===== config.mk =====
export PLATFORM = sky130hd
export DESIGN_NAME = run_monitor
export DESIGN_NICKNAME = d
export VERILOG_FILES = /design/src/rtl/run_mon_pkg.sv /design/src/rtl/run_mon_fsm.sv /design/src/rtl/run_mon_timer.sv /design/src/rtl/run_mon_cmp.sv /design/src/rtl/run_monitor.sv
export SDC_FILE = /design/constraint.sdc
export NUM_CORES = 1
export LEC_CHECK = 0
export ABC_AREA = 1
export BUFFER_PORTS_ARGS = -buffer_cell sky130_fd_sc_hd__buf_4
export CAP_MARGIN = 20
export CORE_UTILIZATION = 35
export CTS_CLUSTER_SIZE = 25
export DETAILED_ROUTE_END_ITERATION = 8
export PLACE_DENSITY_LB_ADDON = 0.05
export RECOVER_POWER = 25
export SETUP_SLACK_MARGIN = 0.1
export SLEW_MARGIN = 20
export SYNTH_ARGS = -nofsm -noshare
export SYNTH_HDL_FRONTEND = slang
export SYNTH_SLANG_ARGS = --single-unit

===== constraint.sdc =====
create_clock -name clk -period 2.1 [get_ports clk]
set_input_delay 0.525 -clock clk [delete_from_list [all_inputs] [get_ports clk]]
set_output_delay 0.525 -clock clk [all_outputs]
set_load 0.02 [all_outputs]

===== src/rtl/run_mon_pkg.sv =====
package run_mon_pkg;

    typedef enum logic [2:0] {
        S_IDLE,
        S_INIT,
        S_CLEAR,
        S_RUN,
        S_SCAN,
        S_FLUSH,
        S_DONE
    } mon_state_e;

    typedef enum logic [1:0] {
        RES_NONE = 2'b00,
        RES_DATA = 2'b01,
        RES_LOST = 2'b10
    } run_result_e;

endpackage


===== src/rtl/run_mon_fsm.sv =====
module run_mon_fsm
    import run_mon_pkg::*;
#(
    parameter int DEPTH  = 256,
    parameter int ADDR_W = 8
) (
    input  logic              clk,
    input  logic              rst_n,
    input  logic              start,
    input  logic              run_over,
    output logic [ADDR_W-1:0] mem_addr,
    output logic              mem_wr,
    output logic              mem_rd,
    output logic              core_rst,
    output logic              inject_win,
    output logic              busy,
    output logic              done,
    output logic              init
);

    localparam logic [ADDR_W-1:0] LAST_ADDR = ADDR_W'(DEPTH - 1);

    mon_state_e        state_q, state_d;
    logic [ADDR_W-1:0] addr_q;
    logic              at_last;

    assign at_last = (addr_q == LAST_ADDR);

    // next-state logic
    always_comb begin
        state_d = state_q;
        unique case (state_q)
            S_IDLE:  if (start) state_d = S_INIT;
            S_INIT:  state_d = S_CLEAR;
            S_CLEAR: if (at_last) state_d = S_RUN;
            S_RUN:   if (run_over) state_d = S_SCAN;
            S_SCAN:  if (at_last) state_d = S_FLUSH;
            S_FLUSH: state_d = S_DONE;
            S_DONE:  state_d = S_IDLE;
            default: state_d = S_IDLE;
        endcase
    end

    // state register and sweep address
    always_ff @(posedge clk) begin
        if (!rst_n) begin
            state_q <= S_IDLE;
            addr_q  <= '0;
        end else begin
            state_q <= state_d;
            if (state_q == S_CLEAR || state_q == S_SCAN)
                addr_q <= at_last ? '0 : addr_q + 1'b1;
            else
                addr_q <= '0;
        end
    end

    // outputs
    always_comb begin
        mem_addr   = addr_q;
        mem_wr     = 1'b0;
        mem_rd     = 1'b0;
        core_rst   = 1'b1;
        inject_win = 1'b0;
        busy       = 1'b1;
        done       = 1'b0;
        init       = 1'b0;
        unique case (state_q)
            S_IDLE:  busy = 1'b0;
            S_INIT:  init = 1'b1;
            S_CLEAR: mem_wr = 1'b1;
            S_RUN: begin
                core_rst   = 1'b0;
                inject_win = 1'b1;
            end
            S_SCAN:  mem_rd = 1'b1;
            S_FLUSH: ;
            S_DONE:  done = 1'b1;
            default: ;
        endcase
    end

    a_r2_clear_ascends: assert property (@(posedge clk) disable iff (!rst_n)
        mem_wr && $past(mem_wr) |-> mem_addr == $past(mem_addr) + 1'b1);

    a_r6_scan_ascends: assert property (@(posedge clk) disable iff (!rst_n)
        mem_rd && $past(mem_rd) |-> mem_addr == $past(mem_addr) + 1'b1);

    a_r3_release_after_clear: assert property (@(posedge clk) disable iff (!rst_n)
        $fell(core_rst) |-> $past(mem_wr) && $past(mem_addr) == LAST_ADDR);

    a_r6_cores_held_in_scan: assert property (@(posedge clk) disable iff (!rst_n)
        mem_rd |-> core_rst && !inject_win);

    a_r9_done_single: assert property (@(posedge clk) disable iff (!rst_n)
        done |=> !done);

endmodule


===== src/rtl/run_mon_timer.sv =====
module run_mon_timer #(
    parameter int CNT_W   = 16,
    parameter int MAX_RUN = 50000
) (
    input  logic clk,
    input  logic rst_n,
    input  logic run,
    input  logic clr,
    input  logic app_end_dut,
    input  logic app_end_ref,
    output logic run_over,
    output logic lost
);

    localparam logic [CNT_W-1:0] CAP = CNT_W'(MAX_RUN);

    logic [CNT_W-1:0] cnt_q, ref_len_q;
    logic             ref_seen_q, dut_seen_q, lost_q;
    logic             dut_fin, ref_fin, at_cap, overdue, late;

    assign dut_fin  = dut_seen_q | app_end_dut;
    assign ref_fin  = ref_seen_q | app_end_ref;
    assign at_cap   = (cnt_q == CAP);
    assign overdue  = ref_seen_q && ({1'b0, cnt_q} >= {ref_len_q, 1'b0});
    assign late     = run && !dut_fin && (overdue || at_cap);
    assign run_over = run && ((dut_fin && ref_fin) || late || at_cap);
    assign lost     = lost_q;

    always_ff @(posedge clk) begin
        if (!rst_n || !run) begin
            cnt_q      <= '0;
            ref_len_q  <= '0;
            ref_seen_q <= 1'b0;
            dut_seen_q <= 1'b0;
        end else begin
            if (!at_cap) cnt_q <= cnt_q + 1'b1;
            if (app_end_ref && !ref_seen_q) begin
                ref_seen_q <= 1'b1;
                ref_len_q  <= cnt_q;
            end
            if (app_end_dut) dut_seen_q <= 1'b1;
        end
    end

    always_ff @(posedge clk) begin
        if (!rst_n || clr) lost_q <= 1'b0;
        else if (late)     lost_q <= 1'b1;
    end

    a_r4_lost_sticky: assert property (@(posedge clk) disable iff (!rst_n)
        lost && !clr |=> lost);

    a_r4_lost_only_in_run: assert property (@(posedge clk) disable iff (!rst_n)
        $rose(lost) |-> $past(run));

endmodule


===== src/rtl/run_mon_cmp.sv =====
module run_mon_cmp #(
    parameter int ADDR_W = 8,
    parameter int DATA_W = 8
) (
    input  logic              clk,
    input  logic              rst_n,
    input  logic              clr,
    input  logic              issue,
    input  logic [ADDR_W-1:0] issue_addr,
    input  logic [DATA_W-1:0] rd_dut,
    input  logic [DATA_W-1:0] rd_ref,
    output logic              err,
    output logic [ADDR_W-1:0] first_addr
);

    logic              valid_q, err_q;
    logic [ADDR_W-1:0] addr_q, first_q;
    logic              mismatch;

    assign mismatch   = valid_q && (rd_dut != rd_ref);
    assign err        = err_q;
    assign first_addr = first_q;

    // one-cycle read latency: the address travels with the request
    always_ff @(posedge clk) begin
        if (!rst_n) begin
            valid_q <= 1'b0;
            addr_q  <= '0;
        end else begin
            valid_q <= issue;
            addr_q  <= issue_addr;
        end
    end

    always_ff @(posedge clk) begin
        if (!rst_n || clr) begin
            err_q   <= 1'b0;
            first_q <= '0;
        end else if (mismatch && !err_q) begin
            err_q   <= 1'b1;
            first_q <= addr_q;
        end
    end

    a_r7_first_addr_kept: assert property (@(posedge clk) disable iff (!rst_n)
        err && !clr |=> err && $stable(first_addr));

endmodule


===== src/rtl/run_monitor.sv =====
module run_monitor
    import run_mon_pkg::*;
#(
    parameter int DEPTH   = 256,
    parameter int DATA_W  = 8,
    parameter int CNT_W   = 16,
    parameter int MAX_RUN = 50000,
    localparam int ADDR_W = $clog2(DEPTH)
) (
    input  logic              clk,
    input  logic              rst_n,
    input  logic              start,
    input  logic              app_end_dut,
    input  logic              app_end_ref,
    input  logic [DATA_W-1:0] rd_data_dut,
    input  logic [DATA_W-1:0] rd_data_ref,
    output logic [ADDR_W-1:0] mem_addr,
    output logic              mem_wr,
    output logic              mem_rd,
    output logic              core_rst,
    output logic              inject_win,
    output logic              busy,
    output logic              done,
    output logic              err_flag,
    output logic              lost_flag,
    output logic [1:0]        status,
    output logic [ADDR_W-1:0] first_err_addr
);

    logic init, run_over;

    run_mon_fsm #(.DEPTH(DEPTH), .ADDR_W(ADDR_W)) u_fsm (
        .clk        (clk),
        .rst_n      (rst_n),
        .start      (start),
        .run_over   (run_over),
        .mem_addr   (mem_addr),
        .mem_wr     (mem_wr),
        .mem_rd     (mem_rd),
        .core_rst   (core_rst),
        .inject_win (inject_win),
        .busy       (busy),
        .done       (done),
        .init       (init)
    );

    run_mon_timer #(.CNT_W(CNT_W), .MAX_RUN(MAX_RUN)) u_timer (
        .clk         (clk),
        .rst_n       (rst_n),
        .run         (inject_win),
        .clr         (init),
        .app_end_dut (app_end_dut),
        .app_end_ref (app_end_ref),
        .run_over    (run_over),
        .lost        (lost_flag)
    );

    run_mon_cmp #(.ADDR_W(ADDR_W), .DATA_W(DATA_W)) u_cmp (
        .clk        (clk),
        .rst_n      (rst_n),
        .clr        (init),
        .issue      (mem_rd),
        .issue_addr (mem_addr),
        .rd_dut     (rd_data_dut),
        .rd_ref     (rd_data_ref),
        .err        (err_flag),
        .first_addr (first_err_addr)
    );

    always_comb begin
        if (lost_flag)     status = RES_LOST;
        else if (err_flag) status = RES_DATA;
        else               status = RES_NONE;
    end

    a_r9_result_held_idle: assert property (@(posedge clk) disable iff (!rst_n)
        !busy && $past(!busy) |-> $stable(status) && $stable(first_err_addr));

    a_r11_no_restart_when_busy: assert property (@(posedge clk) disable iff (!rst_n)
        busy && !done |=> busy);

endmodule


==> impl_metrics.csv <==
group,metric,value,unit
outcome,run_status,"completed",
logic_synthesis,synth_seq_area_share,42.0,%
setup_path,path_cells,"inv_1 -> nor3_1 -> buf_4",
cells_and_area,diodes,0,
cells_and_area,layout-drive-gt1-share,14.9,%
logic_synthesis,yosys.cell_count.top_type,"nand2_1",
timing,final-hold-violation-count,0,
clock_tree,htree_levels,3,
logic_synthesis,synthDominantCellAreaShare,42.0,%
timing,max_freq,0.513,GHz
setup_path,critical-path-top-delay-family,"flip-flops",
cells_and_area,layout.core_utilization,44.6,%
clock_tree,cts-root-buf,"clkbuf_8",
route,avgViaCountPerCell,4.61,
logic_synthesis,synthesis.nets,462,
die,floorplan.initialDensity,36.6,%
power_and_ir_drop,static-leakage-power,1.59,nW
setup_path,required,1570,ps
die,core_area,8340,sq um
power_and_ir_drop,power.share.clock,35.7,%
setup_path,timing.critical_path.slowest_stage_cell,"dfxtp_1",
cells_and_area,fillerInstances,926,
timing,final.period_utilization,92.8,%
die,ios,47,
logic_synthesis,post_synth_most_frequent_cells,"94 x nand2_1, 73 x inv_1, 64 x dfxtp_1, 46 x a21oi_1, 42 x nor2_1",
clock_tree,worstSkewPairLatency,350,ps
route,drt_iter0_drc,122,
logic_synthesis,yosys_most_used_dff,"dfxtp_1",
global_route,antenna_found_initial,0,
timing,finalWorstPathRequiredPeriod,1950,ps
timing,totalNegativeSetupSlack,0,ps
timing,slew_violations,0,
setup_path,slowest_delay,500,ps
route,detail_route.wl_per_cell,11.9,um
setup_path,crit_buf_inv,2,
global_route,grt_first_pass_wirelength,11500,um
die,die_area,9100,sq um
clock_tree,postCtsHoldBufs,0,
clock_tree,cts_setup_buffers,0,
logic_synthesis,synth.area.top_cells,"dfxtp_1 42%, nand2_1 12%, inv_1 9.0%",
cells_and_area,final_design_area_no_fill,3720,sq um
power_and_ir_drop,power.density,887,nW/um^2
power_and_ir_drop,swShare,32.6,%
global_route,gr-usage-all-layers,16.6,%
power_and_ir_drop,internal_power,0.00222,W
place,detailedPlace.worstSlack,229,ps
place,dpl.hpwl,5080,um
global_route,first_global_vias,2427,
clock_tree,cts_tree,"yes",
power_and_ir_drop,vdd.ir_drop.worst,0.742,mV
clock_tree,clk_pin_slew_worst_paths,70,ps
setup_path,timing.setup.critical_path_class,"reg2out",
run,maxCapViolations,0,
power_and_ir_drop,seqPwrFrac,41.4,%
clock_tree,cts.repair.resized,0,
timing,max_slew_margin,59.8,%
power_and_ir_drop,power.share.combinational,22.9,%
place,port-buffer-count,46,
clock_tree,cts-root-to-sink-buffers,2,
logic_synthesis,synthesis.area,3050,sq um
route,number_of_remaining_drc_errors,0,
power_and_ir_drop,total_switching_power,0.00108,W
setup_path,worst-path-max-fanout,6,
cells_and_area,areaGrowthSynthToFinish,21.8,%
timing,max_slew.worst_pin.slew,602,ps
die,chipWidth,95.4,um
global_route,maximum_number_of_pins_on_one_net_before_global_route_repair,18,
logic_synthesis,netlist_instances,423,
die,die_y_extent,95.4,um
min_path,timing.hold.worst.class,"in2reg",
logic_synthesis,synthArstFlopShare,0,%
place,placement.cell_area,3540,sq um
logic_synthesis,synth_warnings,0,
route,vias,2709,
timing,skew,11.4,ps
logic_synthesis,synth_enable_flop_cells,0,
route,postRouteAntennaNets,0,
global_route,overflow,0,
timing,post-route-worst-setup-slack,151,ps
timing,setup_viol_count_final,0,
logic_synthesis,synthesis.area_per_instance,7.22,sq um
place,gp_routability_congestion,0.763,
logic_synthesis,post-synth-top-area-cell,"dfxtp_1",
cells_and_area,fin_nets,517,
timing,rsz0062_at_grt,"no",
setup_path,setup.worst_path.start_class,"flop",
die,placement_rows,33,
clock_tree,cts-buffers-inserted,9,
route,detail_route.first_pass.iterations,5,
route,routed_wirelength,7020,um
logic_synthesis,synth.ff_latch_count,64,
setup_path,end_kind,"output port",
clock_tree,clock-sinks,64,
logic_synthesis,netlist-cell-type-count,30,
power_and_ir_drop,post-layout-total-power,0.00330,W
setup_path,crit_arrival,1420,ps
[metal layers]
layer  GRT usage [%]  wire length [um]  vias to the layer above
met4            6.34               108                        0
met3            3.51               319                        9
met5               0                 0                        -
met1            24.4              3710                     1204
met2            23.4              2880                       55
li1                -                 -                     1441
[power groups by stage]
stage | logic (W) | registers (W) | clock network [W]
2_1_floorplan | 0.000465 | 0.00143 | 0
3_3_place_gp | 0.000778 | 0.00139 | 0
3_5_place_dp | 0.000780 | 0.00139 | 0
4_1_cts | 0.000790 | 0.00137 | 0.00121
5_1_grt | 0.000849 | 0.00138 | 0.00127
6_report | 0.000755 | 0.00137 | 0.00118
[through the flow]
stage	cells	hold WS, ps
6_report	588	446
5_1_grt	588	470
4_1_cts	588	446
3_5_place_dp	572	443
3_3_place_gp	572	440
2_1_floorplan	423	441
[state kept, by name, indices dropped and copies added, names as in the netlist]
signal / count
u_timer.cnt_q: 16
u_timer.ref_len_q: 16
u_cmp.addr_q: 8
u_cmp.first_addr: 8
u_fsm.mem_addr: 8
u_fsm.state_q: 3
u_cmp.err: 1
u_cmp.valid_q: 1
u_timer.dut_seen_q: 1
u_timer.lost: 1
u_timer.ref_seen_q: 1
[cells by family after synthesis]
logic type      synth area share [%]
buf+inv                         10.7
flops                           42.0
simple gates                    24.7
xor+xnor                        3.15
compound gates                  12.1
fa+ha+maj                       7.37
[worst reg2reg max path: stages (launching register included)]
cell and delay [ps]:
dfxtp_1 420, ha_1 200, nand2_1 80, nor2_1 90, inv_1 60, nor2_2 130
nand4_1 130, nand2_1 90, o21ai_0 120, inv_1 140, nand2_2 80, o21ai_1 110
inv_1 40
[layout make-up]
class	count	area [sq um]	share of cell area (%)
clock inverter	7	96.3	2.59
tap	105	131	3.53
clock buffer	9	124	3.33
inverter	76	285	7.67
timing repair buffer	52	342	9.18
sequential	64	1280	34.5
multi-input combinational	275	1460	39.2
[path summary, 6_finish.rpt]
check	start	end	slack [ps]	depth (start not counted)
setup / recovery	u_fsm.state_q[2]	mem_rd	150	3
hold / removal	app_end_dut	u_timer.dut_seen_q	450	3
setup reg to reg	u_fsm.mem_addr[1]	u_fsm.state_q[0]	290	12
hold reg to reg	u_cmp.first_addr[6]	u_cmp.first_addr[6]	450	2
[placed cells by master, fill, tap and decap left out, types with 5 or more instances in the layout]
master	synthesis	final
xor2_1	7	7
nor3_1	8	7
inv_1	73	73
a21oi_1	46	46
nand3_1	15	15
clkbuf_1	2	13
dfxtp_1	64	61
nand2_1	94	94
buf_4	1	38
clkbuf_8	0	9
nand4_1	5	5
nor2_1	42	40
ha_1	18	18
o21ai_0	18	18
No activity file was read; power rests on OpenSTA's default activity.
